==> config.mk <==
export PLATFORM = sky130hd
export DESIGN_NAME = dma_pattern_chan
export DESIGN_NICKNAME = d
export VERILOG_FILES = /design/src/rtl/dma_pkg.sv /design/src/rtl/dma_pattern_gen.sv /design/src/rtl/dma_addr_step.sv /design/src/rtl/dma_chan_regs.sv /design/src/rtl/dma_pattern_chan.sv
export SDC_FILE = /design/constraint.sdc
export NUM_CORES = 1
export LEC_CHECK = 0
export ABC_AREA = 0
export ABC_CLOCK_PERIOD_IN_PS = 5800
export BUFFER_PORTS_ARGS = -buffer_cell sky130_fd_sc_hd__buf_2
export CAP_MARGIN = 20
export CORE_MARGIN = 8
export CORE_UTILIZATION = 60
export DETAILED_ROUTE_END_ITERATION = 7
export GPL_TIMING_DRIVEN = 0
export PLACE_DENSITY = 0.86
export SETUP_SLACK_MARGIN = 0.02
export SLEW_MARGIN = 30
export SYNTH_ARGS = -nofsm -noshare
export SYNTH_HDL_FRONTEND = slang
export SYNTH_SLANG_ARGS = --single-unit
==> constraint.sdc <==
create_clock -name clk -period 5.8 [get_ports clk]
set_input_delay 1.16 -clock clk [delete_from_list [all_inputs] [get_ports clk]]
set_output_delay 1.16 -clock clk [all_outputs]
set_load 0.02 [all_outputs]
==> src/rtl/dma_pkg.sv <==
package dma_pkg;
    localparam int DATA_W = 8;
    localparam int OFS_W  = 16;
    localparam int BANK_W = 8;
    localparam int CNT_W  = 16;
    localparam int ABUS_W = OFS_W + BANK_W;
    localparam int PAT_W  = 2;
    localparam int RA_W   = 3;
    localparam int MODE_W = 3;

    localparam int CTL_DIR = 7;
    localparam int CTL_DEC = 4;
    localparam int CTL_FIX = 3;

    typedef enum logic [1:0] {
        ST_IDLE = 2'd0,
        ST_RD   = 2'd1,
        ST_WR   = 2'd2
    } eng_state_t;

    typedef struct packed {
        logic [DATA_W-1:0] ctrl;
        logic [DATA_W-1:0] bbase;
        logic [OFS_W-1:0]  ofs;
        logic [BANK_W-1:0] bank;
        logic [CNT_W-1:0]  cnt;
    } chan_regs_t;

    typedef struct packed {
        eng_state_t        st;
        logic [PAT_W-1:0]  idx;
        logic [DATA_W-1:0] data;
        logic              done;
    } eng_t;
endpackage

==> src/rtl/dma_pattern_gen.sv <==
module dma_pattern_gen
    import dma_pkg::*;
(
    input  logic [MODE_W-1:0] mode,
    input  logic [PAT_W-1:0]  idx,
    output logic [PAT_W-1:0]  off
);
    always_comb begin
        case (mode)
            3'b001, 3'b101: off = {1'b0, idx[0]};
            3'b011, 3'b111: off = {1'b0, idx[1]};
            3'b100:         off = idx;
            default:        off = '0;
        endcase
    end
endmodule

==> src/rtl/dma_addr_step.sv <==
module dma_addr_step
    import dma_pkg::*;
(
    input  logic [OFS_W-1:0] ofs,
    input  logic             fixed,
    input  logic             down,
    output logic [OFS_W-1:0] ofs_next
);
    always_comb begin
        if (fixed)
            ofs_next = ofs;
        else if (down)
            ofs_next = ofs - 1'b1;
        else
            ofs_next = ofs + 1'b1;
    end
endmodule

==> src/rtl/dma_chan_regs.sv <==
module dma_chan_regs
    import dma_pkg::*;
(
    input  logic              clk,
    input  logic              rst,
    input  logic              cpu_we,
    input  logic [RA_W-1:0]   cpu_addr,
    input  logic [DATA_W-1:0] cpu_wdata,
    output logic [DATA_W-1:0] cpu_rdata,
    input  logic              adv,
    input  logic [OFS_W-1:0]  ofs_next,
    output chan_regs_t        regs
);
    chan_regs_t regs_d;
    chan_regs_t regs_q = '1;

    always_comb begin
        regs_d = regs_q;
        if (cpu_we) begin
            case (cpu_addr)
                3'd0: regs_d.ctrl       = cpu_wdata;
                3'd1: regs_d.bbase      = cpu_wdata;
                3'd2: regs_d.ofs[7:0]   = cpu_wdata;
                3'd3: regs_d.ofs[15:8]  = cpu_wdata;
                3'd4: regs_d.bank       = cpu_wdata;
                3'd5: regs_d.cnt[7:0]   = cpu_wdata;
                3'd6: regs_d.cnt[15:8]  = cpu_wdata;
                default: ;
            endcase
        end else if (adv) begin
            regs_d.ofs = ofs_next;
            regs_d.cnt = regs_q.cnt - 1'b1;
        end
    end

    always_ff @(posedge clk) begin
        regs_q <= regs_d;
    end

    always_comb begin
        case (cpu_addr)
            3'd0:    cpu_rdata = regs_q.ctrl;
            3'd1:    cpu_rdata = regs_q.bbase;
            3'd2:    cpu_rdata = regs_q.ofs[7:0];
            3'd3:    cpu_rdata = regs_q.ofs[15:8];
            3'd4:    cpu_rdata = regs_q.bank;
            3'd5:    cpu_rdata = regs_q.cnt[7:0];
            3'd6:    cpu_rdata = regs_q.cnt[15:8];
            default: cpu_rdata = '0;
        endcase
    end

    assign regs = regs_q;

    AST_CNT_STEP: assert property (@(posedge clk) disable iff (rst)
        adv |=> regs_q.cnt == $past(regs_q.cnt) - 1'b1);
    AST_BANK_HOLD: assert property (@(posedge clk) disable iff (rst)
        adv |=> $stable(regs_q.bank));
endmodule

==> src/rtl/dma_pattern_chan.sv <==
module dma_pattern_chan
    import dma_pkg::*;
(
    input  logic              clk,
    input  logic              rst,
    input  logic              reg_we,
    input  logic [RA_W-1:0]   reg_addr,
    input  logic [DATA_W-1:0] reg_wdata,
    output logic [DATA_W-1:0] reg_rdata,
    input  logic              start,
    output logic              busy,
    output logic              done,
    output logic              a_req,
    output logic              a_we,
    output logic [ABUS_W-1:0] a_addr,
    output logic [DATA_W-1:0] a_wdata,
    input  logic [DATA_W-1:0] a_rdata,
    input  logic              a_ready,
    output logic              b_req,
    output logic              b_we,
    output logic [DATA_W-1:0] b_addr,
    output logic [DATA_W-1:0] b_wdata,
    input  logic [DATA_W-1:0] b_rdata,
    input  logic              b_ready
);
    eng_t             eng_d, eng_q;
    chan_regs_t       regs;
    logic             adv;
    logic [OFS_W-1:0] ofs_next;
    logic [PAT_W-1:0] off;
    logic             dir, fixed, down;
    logic             src_ready, dst_ready;
    logic [DATA_W-1:0] src_rdata;

    assign dir   = regs.ctrl[CTL_DIR];
    assign fixed = regs.ctrl[CTL_FIX];
    assign down  = regs.ctrl[CTL_DEC];
    assign busy  = (eng_q.st != ST_IDLE);
    assign done  = eng_q.done;

    dma_chan_regs u_regs (
        .clk       (clk),
        .rst       (rst),
        .cpu_we    (reg_we && !busy),
        .cpu_addr  (reg_addr),
        .cpu_wdata (reg_wdata),
        .cpu_rdata (reg_rdata),
        .adv       (adv),
        .ofs_next  (ofs_next),
        .regs      (regs)
    );

    dma_addr_step u_step (
        .ofs      (regs.ofs),
        .fixed    (fixed),
        .down     (down),
        .ofs_next (ofs_next)
    );

    dma_pattern_gen u_pat (
        .mode (regs.ctrl[MODE_W-1:0]),
        .idx  (eng_q.idx),
        .off  (off)
    );

    assign src_ready = dir ? b_ready : a_ready;
    assign dst_ready = dir ? a_ready : b_ready;
    assign src_rdata = dir ? b_rdata : a_rdata;

    always_comb begin
        eng_d      = eng_q;
        eng_d.done = 1'b0;
        adv        = 1'b0;
        case (eng_q.st)
            ST_IDLE: begin
                if (start) begin
                    eng_d.st  = ST_RD;
                    eng_d.idx = '0;
                end
            end
            ST_RD: begin
                if (src_ready) begin
                    eng_d.data = src_rdata;
                    eng_d.st   = ST_WR;
                end
            end
            ST_WR: begin
                if (dst_ready) begin
                    adv       = 1'b1;
                    eng_d.idx = eng_q.idx + 1'b1;
                    if (regs.cnt == CNT_W'(1)) begin
                        eng_d.st   = ST_IDLE;
                        eng_d.done = 1'b1;
                    end else begin
                        eng_d.st = ST_RD;
                    end
                end
            end
            default: eng_d.st = ST_IDLE;
        endcase
    end

    always_ff @(posedge clk) begin
        if (rst)
            eng_q <= '0;
        else
            eng_q <= eng_d;
    end

    assign a_req   = (eng_q.st == ST_RD && !dir) || (eng_q.st == ST_WR && dir);
    assign a_we    = (eng_q.st == ST_WR) && dir;
    assign b_req   = (eng_q.st == ST_RD && dir) || (eng_q.st == ST_WR && !dir);
    assign b_we    = (eng_q.st == ST_WR) && !dir;
    assign a_addr  = {regs.bank, regs.ofs};
    assign b_addr  = regs.bbase + {{(DATA_W-PAT_W){1'b0}}, off};
    assign a_wdata = eng_q.data;
    assign b_wdata = eng_q.data;

    AST_ONE_BUS: assert property (@(posedge clk) disable iff (rst)
        !(a_req && b_req));
    AST_A_HOLD: assert property (@(posedge clk) disable iff (rst)
        (a_req && !a_ready) |=> (a_req && $stable(a_addr) && $stable(a_we)));
    AST_B_HOLD: assert property (@(posedge clk) disable iff (rst)
        (b_req && !b_ready) |=> (b_req && $stable(b_addr) && $stable(b_we)));
    AST_DONE_IDLE: assert property (@(posedge clk) disable iff (rst)
        done |-> !busy);
    AST_DONE_PULSE: assert property (@(posedge clk) disable iff (rst)
        done |=> !done);
    AST_FIXED_HOLD: assert property (@(posedge clk) disable iff (rst)
        (adv && fixed) |=> $stable(a_addr));
endmodule

Word level (Yosys, flattened, before mapping):

Index checks and enable logic that the tools add are counted.

* $add $sub $neg: 5
* eq/ne operators: 22
* muxes and demuxes: 24
* bitwise gates (word level): 2
* reductions and logical operators: 27

Operators with widths (count)
* 2-to-1 mux 16 bit: 6
* one-hot mux 8 bit (7 select lines): 1
* 2-to-1 mux 8 bit: 5
* subtractor 16 x 1 -> 16 bit, second input constant: 2
* equality test 3 bit, second input constant: 6
* adder 16 x 1 -> 16 bit, second input constant: 1
* equality test 16 x 1 -> 1 bit, second input constant: 1
* != test 2 bit, second input constant: 7
* one-hot mux 2 bit (3 select lines): 2
* AND reduction 2 bit: 6
* AND reduction 3 bit: 4
* equality test 3 x 2 -> 1 bit, second input constant: 3
* adder 8 x 2 -> 8 bit: 1
* 2-to-1 mux 4 bit: 2
* equality test 3 x 1 -> 1 bit, second input constant: 2
* 2-to-1 mux 1 bit: 6
* nonzero test 2 bit: 3
* logical AND 1 bit: 5
* one-hot mux 2 bit (2 select lines): 1
* OR reduction 2 bit: 2
* logical NOT 3 bit: 1
* OR reduction 3 bit: 1
* adder 2 x 1 -> 2 bit, second input constant: 1
* equality test 2 x 1 -> 1 bit, second input constant: 1
* 7 further kinds: 10

* bits in registers: 69
* input bits: 33

Depth between registers and ports, before layout:

Gate-level depths: netlist (run 1).

* depth after elaboration: 5
* gate-level depth with buffers: 8
* depth with buffers taken out: 8

Modules after synthesis:

From an unflattened synthesis (run 1), not the netlist that was laid out.

* cells, all modules: 480
* area total of the unflattened synthesis: 4749.6 um^2

By module, submodules not included
* dma_chan_regs: instances 1, cells an instance 239, area an instance 2872.8 um^2, seq. area each 1681.6 um^2
* dma_pattern_chan: instances 1, cells an instance 109, area an instance 949.7 um^2, seq. area each 260.2 um^2
* dma_addr_step: instances 1, cells an instance 128, area an instance 889.6 um^2, seq. area each 0.0 um^2
* dma_pattern_gen: instances 1, cells an instance 4, area an instance 37.5 um^2, seq. area each 0.0 um^2

Least setup slack after synthesis (run 1):

Ideal clock, no wire load.

* path kind: input to output
* start point: input port reg_addr[1]
* end point: output port reg_rdata[0]
* arrival: 2.480 ns
* required time: 4.640 ns
* setup slack: 2.160 ns
* stages on the path: 6
* path buffers: 2
* path through: clkbuf_1 > clkbuf_1 > mux2i_1 > nor2_1 > a21oi_1 > o21ai_0

* word-level cells in the longest chain between the ends: 2

Ends and longest elaborated chain
* from (decl): RTL line dma_pattern_chan.sv:7 `input logic [RA_W-1:0] reg_addr,`
* equality test 3 bit (tied with other cells): RTL line dma_chan_regs.sv:41 `case (cpu_addr)`
* one-hot mux 8 bit (7 select lines) (*): RTL line dma_chan_regs.sv:41
* to (decl): RTL line dma_pattern_chan.sv:9 `output logic [DATA_W-1:0] reg_rdata,`

Mark *: on every way between the ends. The rest lies on a longest branch, timed or not.

Worst setup path after layout (run 1):

* start point: input port reg_addr[0]
* end point: output port reg_rdata[6]

The elaborated chain is that of the path after synthesis.

==> results of run 1 <==
## worst paths after layout
| path | from | to | slack [ns] |
|---|---|---|---|
| max | reg_addr[0] | reg_rdata[6] | 1.64 |
| min | a_wdata[2] | a_wdata[2] | 0.52 |
| max reg2reg | eng_q[12] | u_regs.regs[39] | 2.92 |
| min reg2reg | a_wdata[2] | a_wdata[2] | 0.52 |
## stage by stage
stage	util [%]	power [mW]	worst slack [ns]	hold slack [ns]
floorplan	-	0.7538	2.160	0.4646
global placement	69.16	0.8294	1.570	0.5015
detailed placement	69.72	0.8398	1.659	0.5117
CTS	72.37	1.229	1.656	0.5225
global route	72.37	1.277	1.541	0.5402
finish	72.37	1.230	1.637	0.5205
## placed cells by master, fill, tap and decap left out, drive strengths merged, types with 6 or more instances in the layout
master / instances
mux4: 6
a21oi: 31
nor4: 8
dfxtp: 13
buf: 137
xor2: 10
nor2b: 7
ha: 18
a211oi: 15
nand2: 32
inv: 15
a21o: 11
nor3: 10
nand3: 6
xnor2: 16
edfxtp: 56
clkbuf: 35
nor2: 44
mux2i: 18
o21ai: 20
## sequential cells by signal, summed over array words and instances (netlist names)
name,flops
a_wdata,8
done,1
u_regs.regs,56
eng_q,4
## layer usage
metal,GRT usage (%),up-vias,wire [um]
met1,31.06,1992,5377
met5,0,-,0
met2,39.53,274,6415
met3,6.753,49,1633
met4,13.55,0,567
li1,-,1936,-
## cell families (layout without fill, tap and decap cells)
kind of cell               count (synthesis)  after routing  share of synthesized area (%)
xor gates and xnor gates                  26             26                          4.844
muxes                                     26             26                          7.186
and+or+nand+nor                          133            133                          14.24
adders and majority gates                 20             20                          5.643
buffers and inverters                     79            189                          9.529
DFF                                       69             69                          41.31
AOI/OAI and AO/OA                        122            122                          17.25
## critical path, stage by stage
cell and delay [ns]:
clkbuf_1 0.39, clkbuf_1 0.50, nor2_1 0.16, a221oi_1 0.44, o22ai_1 0.17, buf_2 0.19
## layout make-up
| class | instances | area [sq um] |
|---|---|---|
| multi-input combinational | 327 | 2341 |
| inverter | 13 | 48.80 |
| clock inverter | 4 | 26.28 |
| fill | 566 | 2113 |
| buffer | 66 | 399.1 |
| sequential | 69 | 1942 |
| timing repair buffer | 94 | 473.0 |
| clock buffer | 12 | 176.4 |
| tap | 102 | 127.6 |
## power by group through the flow
stage                     clock (mW)  sequential (mW)  combinational [mW]
after floorplan                    0            0.581               0.173
after global placement             0            0.587               0.243
after global routing           0.422            0.578               0.277
after CTS                      0.398            0.576               0.255
final                          0.396            0.577               0.258
after detailed placement           0            0.587               0.252
==> results.yml, run 1 <==
floorplanning:
  placementRows: 32
  die_w_um: 104.5
  die_h_um: 104.5
  core_area_sq_um: 7647
  start_util_pct: 61.47
  pin_count: 95
  dieArea_sq_um: 10920
worst_setup_path:
  crit_required_ns: 4.64
  rr_worst_depth: 5
  critical_path_arrival_ns: 3.00
  cp_max_fo: 10
  critPathCaptureType: "output port"
  crit_type: "in2out"
  start_kind: "input port"
layout:
  nets: 633
  final_cells: 687
  drive_above_1_share_pct: 29.91
  area_growth_pct: 17.73
  fin_area_sq_um: 5534
  antenna_cells: 0
flow_run:
  max_cap_violations: 0
drt:
  num_vias: 4251
  wire_per_inst_um: 20.37
  route.detailed.vias_per_inst: 6.188
  dr.pass1.iters: 5
  drc: 0
  ant_nets: 0
  initialDrtViolationCount: 400
  routed_wirelength_mm: 13.99
yosys:
  synth_area_sq_um: 4701
  yosys.area.top_type_share_pct: 35.77
  ys_top_cells_by_area: "edfxtp_1 36%, buf_4 6.4%, dfxtp_1 5.5%"
  synthCells: 475
  synth_common_cells: "56 x edfxtp_1, 44 x nor2_1, 40 x buf_4, 32 x nand2_1, 30 x a21oi_1"
  ys_seq_area_share_pct: 41.31
  syn_nets: 528
  synth.avg_cell_area_sq_um: 9.896
  synth_area_leader_cell: "edfxtp_1"
  synth_seq_cells: 69
  yosysUniqueCellTypes: 62
  synth_edf_count: 56
  synth_most_common_cell: "edfxtp_1"
  synth_top_flop_cell: "edfxtp_1"
  synth_async_sr_flop_share_pct: 0
  yosys_warnings: 0
clock_network:
  cts_tree: "built"
  htree_levels: 3
  postCtsHoldBufs: 0
  cts_resized: 0
  clockBufferDepth: 2
  post_cts_buffers: 0
  clkTransAtPathRegs_ns: 0.08
  clock_latency_ns: 0.35
  numClockSinks: 69
  clockRootBuffer: "clkbuf_8"
  cts_made_buffers: 9
worst_hold_path:
  holdPathStages: 2
  hp-class: "reg2reg"
grt:
  grt_overflow: 0
  grt_util_all_layers_pct: 25.22
  grt_max_degree: 18
  antenna_found_initial: 0
  grt_pass1_vias: 4191
  grt_pass1_wl_mm: 21.97
status:
  status: "completed"
timing:
  tns_ns: 0
  rsz0062_at_grt: "false"
  worst_pin_slew_ns: 0.9284
  skew_ns: 0.009338
  setup_viol: 0
  min_period_ns: 4.163
  fin_crit_sh_pct: 71.78
  max_freq_mhz: 240.2
  final_hold_viol_count: 0
  slew_headroom_pct: 37.69
  slew_violations: 0
placed_design:
  gp_congestion: 0.9632
  place_area_sq_um: 5331
  dpl.cell_count: 671
  portBuffers: 92
  dp_hpwl_mm: 10.67
power:
  p_per_area_nw_per_um2: 222.3
  internal_power_mw: 0.8639
  pwr-share-comb_pct: 20.9
  switching_power_mw: 0.3665
  p_leak_nw: 2.295
  clock_power_share_pct: 32.2
  power_frac_seq_pct: 46.9
  switching_share_pct: 29.79
  peakVddDrop_mv: 0.1193
No activity file was read; power rests on OpenSTA's default activity.
==> run 2: changes to the inputs <==
--- a/config.mk
+++ b/config.mk
@@ -6,14 +6,14 @@
 export NUM_CORES = 1
 export LEC_CHECK = 0
 export ABC_AREA = 0
-export ABC_CLOCK_PERIOD_IN_PS = 5800
+export ABC_CLOCK_PERIOD_IN_PS = 3600
 export BUFFER_PORTS_ARGS = -buffer_cell sky130_fd_sc_hd__buf_2
 export CAP_MARGIN = 20
 export CORE_MARGIN = 8
-export CORE_UTILIZATION = 60
+export CORE_UTILIZATION = 51
 export DETAILED_ROUTE_END_ITERATION = 7
 export GPL_TIMING_DRIVEN = 0
-export PLACE_DENSITY = 0.86
+export PLACE_DENSITY = 0.78
 export SETUP_SLACK_MARGIN = 0.02
 export SLEW_MARGIN = 30
 export SYNTH_ARGS = -nofsm -noshare
==> constraint.sdc (replaced) <==
create_clock -name clk -period 3.6 [get_ports clk]
set_input_delay 0.72 -clock clk [delete_from_list [all_inputs] [get_ports clk]]
set_output_delay 0.72 -clock clk [all_outputs]
set_load 0.02 [all_outputs]
==> run 2 against run 1 <==
Compared with the run above: combinational power is 61% higher; sequential power is 61% higher; routed wire length is 0.27% higher; sequential cell count stayed put; clock power is 99% higher; first-iteration DRC count is 13% lower; clock skew is 0.0020 ns lower; largest cell class unchanged.
==> results.yml, run 2 (synthesized netlist as in run 1, its figures left out) <==
drt:
  wire_per_inst_um: 20.13
  num_vias: 4260
  drc: 0
  ant_nets: 0
  dr.pass1.iters: 7
  route.detailed.vias_per_inst: 6.112
  routed_wirelength_mm: 14.03
  initialDrtViolationCount: 350
worst_setup_path:
  critPathSlowestCell: "clkbuf_1"
  cp_max_fo: 10
  crit_top_cell: "clkbuf_1"
  r2r-end: "u_regs.regs[35]"
  slowest_delay_ns: 0.63
  worst-path-buf-inv: 3
  crit_type: "in2out"
  rr_worst_depth: 6
  start_kind: "input port"
  worst_r2r_startpoint: "eng_q[12]"
  critical_path_arrival_ns: 2.56
  regToRegSetupSlack_ns: 0.72
  critPathCaptureType: "output port"
  crit_path_cell_trace: "clkbuf_1 > clkbuf_1 > nor2b_1 > a221oi_1 > o22ai_1 > buf_2"
  crit_required_ns: 2.88
  cpLargestDelayFamily: "buffers and inverters"
timing:
  skew_ns: 0.007366
  fin_ws_ns: 0.3228
  slew_violations: 0
  setup_viol: 0
  min_period_ns: 3.277
  slew_headroom_pct: 46.33
  fin_crit_sh_pct: 91.03
  max_freq_mhz: 305.1
  worst_pin_slew_ns: 0.8003
  final_hold_viol_count: 0
  rsz0062_at_grt: "false"
clock_network:
  cts_resized: 0
  clkTransAtPathRegs_ns: 0.08
  htree_levels: 3
  post_cts_buffers: 0
  clock_latency_ns: 0.35
  clockRootBuffer: "clkbuf_8"
  numClockSinks: 69
  cts_tree: "built"
  cts_made_buffers: 9
  postCtsHoldBufs: 0
  clockBufferDepth: 2
layout:
  layout_common_cells: "95 x buf_2, 56 x edfxtp_1, 44 x nor2_1"
  multiInputGateArea_sq_um: 2341
  regArea_sq_um: 1942
  largest_reg_flops: 56
  nets: 634
  drive_above_1_share_pct: 29.86
  final_common_cell: "buf_2"
  antenna_cells: 0
  area_growth_pct: 19.11
  nFillCells: 753
power:
  p_per_area_nw_per_um2: 381.0
  peakVddDrop_mv: 0.2283
  p_total_mw: 2.133
  p_leak_nw: 2.320
grt:
  grt_util_all_layers_pct: 22.01
  grt_pass1_wl_mm: 21.91
  grt_overflow: 0
  grt_pass1_vias: 4165
  grt_max_degree: 18
  antenna_found_initial: 0
placed_design:
  pre_cts_slack_ns: 0.3890
  gp_congestion: 0.9529
  portBuffers: 92
  dp_hpwl_mm: 10.74
floorplanning:
  dieArea_sq_um: 12550
  die_w_um: 112.0
  start_util_pct: 51.61
  core_area_sq_um: 9109
  placementRows: 35
  die_h_um: 112.0
  pin_count: 95
worst_hold_path:
  whs_endpoint: "a_wdata[3]"
  hp-class: "reg2reg"
  worstHoldStart: "a_wdata[3]"
  holdPathStages: 2
flow_run:
  max_cap_violations: 0
status:
  status: "completed"
==> run 2: cell count changes in the layout (fill, tap and decap cells not counted) <==
| cell | delta |
|---|---|
| inv_6 | +1 |
| clkbuf_16 | +1 |
| clkbuf_1 | +1 |
| buf_2 | +1 |
| bufinv_16 | +2 |
| clkinv_4 | -1 |
| inv_4 | -2 |
| clkbuf_8 | -2 |
==> run 2: how the worst max path moves through the flow <==
| stage | from | cells past startpoint | endpoint |
|---|---|---|---|
| after floorplan | reg_we | 4 | u_regs.regs[16] |
| after global placement | reg_we | 5 | u_regs.regs[19] |
| after detailed placement | reg_addr[0] | 6 | reg_rdata[6] |
| after CTS | reg_addr[0] | 6 | reg_rdata[6] |
| after global routing | reg_addr[0] | 6 | reg_rdata[6] |
| final | reg_addr[1] | 6 | reg_rdata[6] |
==> run 2: area by class of cell <==
class | count | area share, %
Buffer | 66 | 7.128
Clock buffer | 12 | 3.173
Clock inverter | 4 | 1.318
Inverter | 13 | 0.8715
Multi-Input combinational cell | 327 | 41.81
Sequential cell | 69 | 34.68
Tap cell | 111 | 2.480
Timing Repair Buffer | 95 | 8.536
==> run 2: report_power, final <==
part | internal, mW | total (mW) | leakage, nW | switching [mW]
Sequential | 0.902 | 0.929 | 0.613 | 0.0274
Clock | 0.476 | 0.788 | 0.127 | 0.312
Combinational | 0.159 | 0.416 | 1.58 | 0.256
==> run 2: per-stage QoR <==
step / utilization [%] / TNS [ns] / area (sq um) / hold slack, ns / cells
after CTS: 61.47 / 0 / 5599 / 0.5222 / 697
after floorplan: - / 0 / 4701 / 0.4646 / 475
after detailed placement: 58.71 / 0 / 5348 / 0.5118 / 681
final: 61.47 / 0 / 5599 / 0.5196 / 697
after global placement: 58.19 / -1.228 / 5300 / 0.5036 / 678
after global routing: 61.47 / 0 / 5599 / 0.5548 / 697
==> run 2: routing by layer <==
layer	global-route usage, %	vias to the layer above	share of wire [%]
met5	0	-	0
met4	9.532	0	3.5
met3	6.981	36	12
met2	35.46	268	45
met1	26.53	2022	39
li1	-	1934	-
==> run 2: worst register-to-register path, delay by kind of cell (launching register included) <==
| family | cells | cell delay [ns] |
|---|---|---|
| buffers and inverters | 3 | 0.94 |
| and+or+nand+nor | 2 | 0.82 |
| AOI/OAI and AO/OA | 1 | 0.53 |
| DFF | 1 | 0.30 |
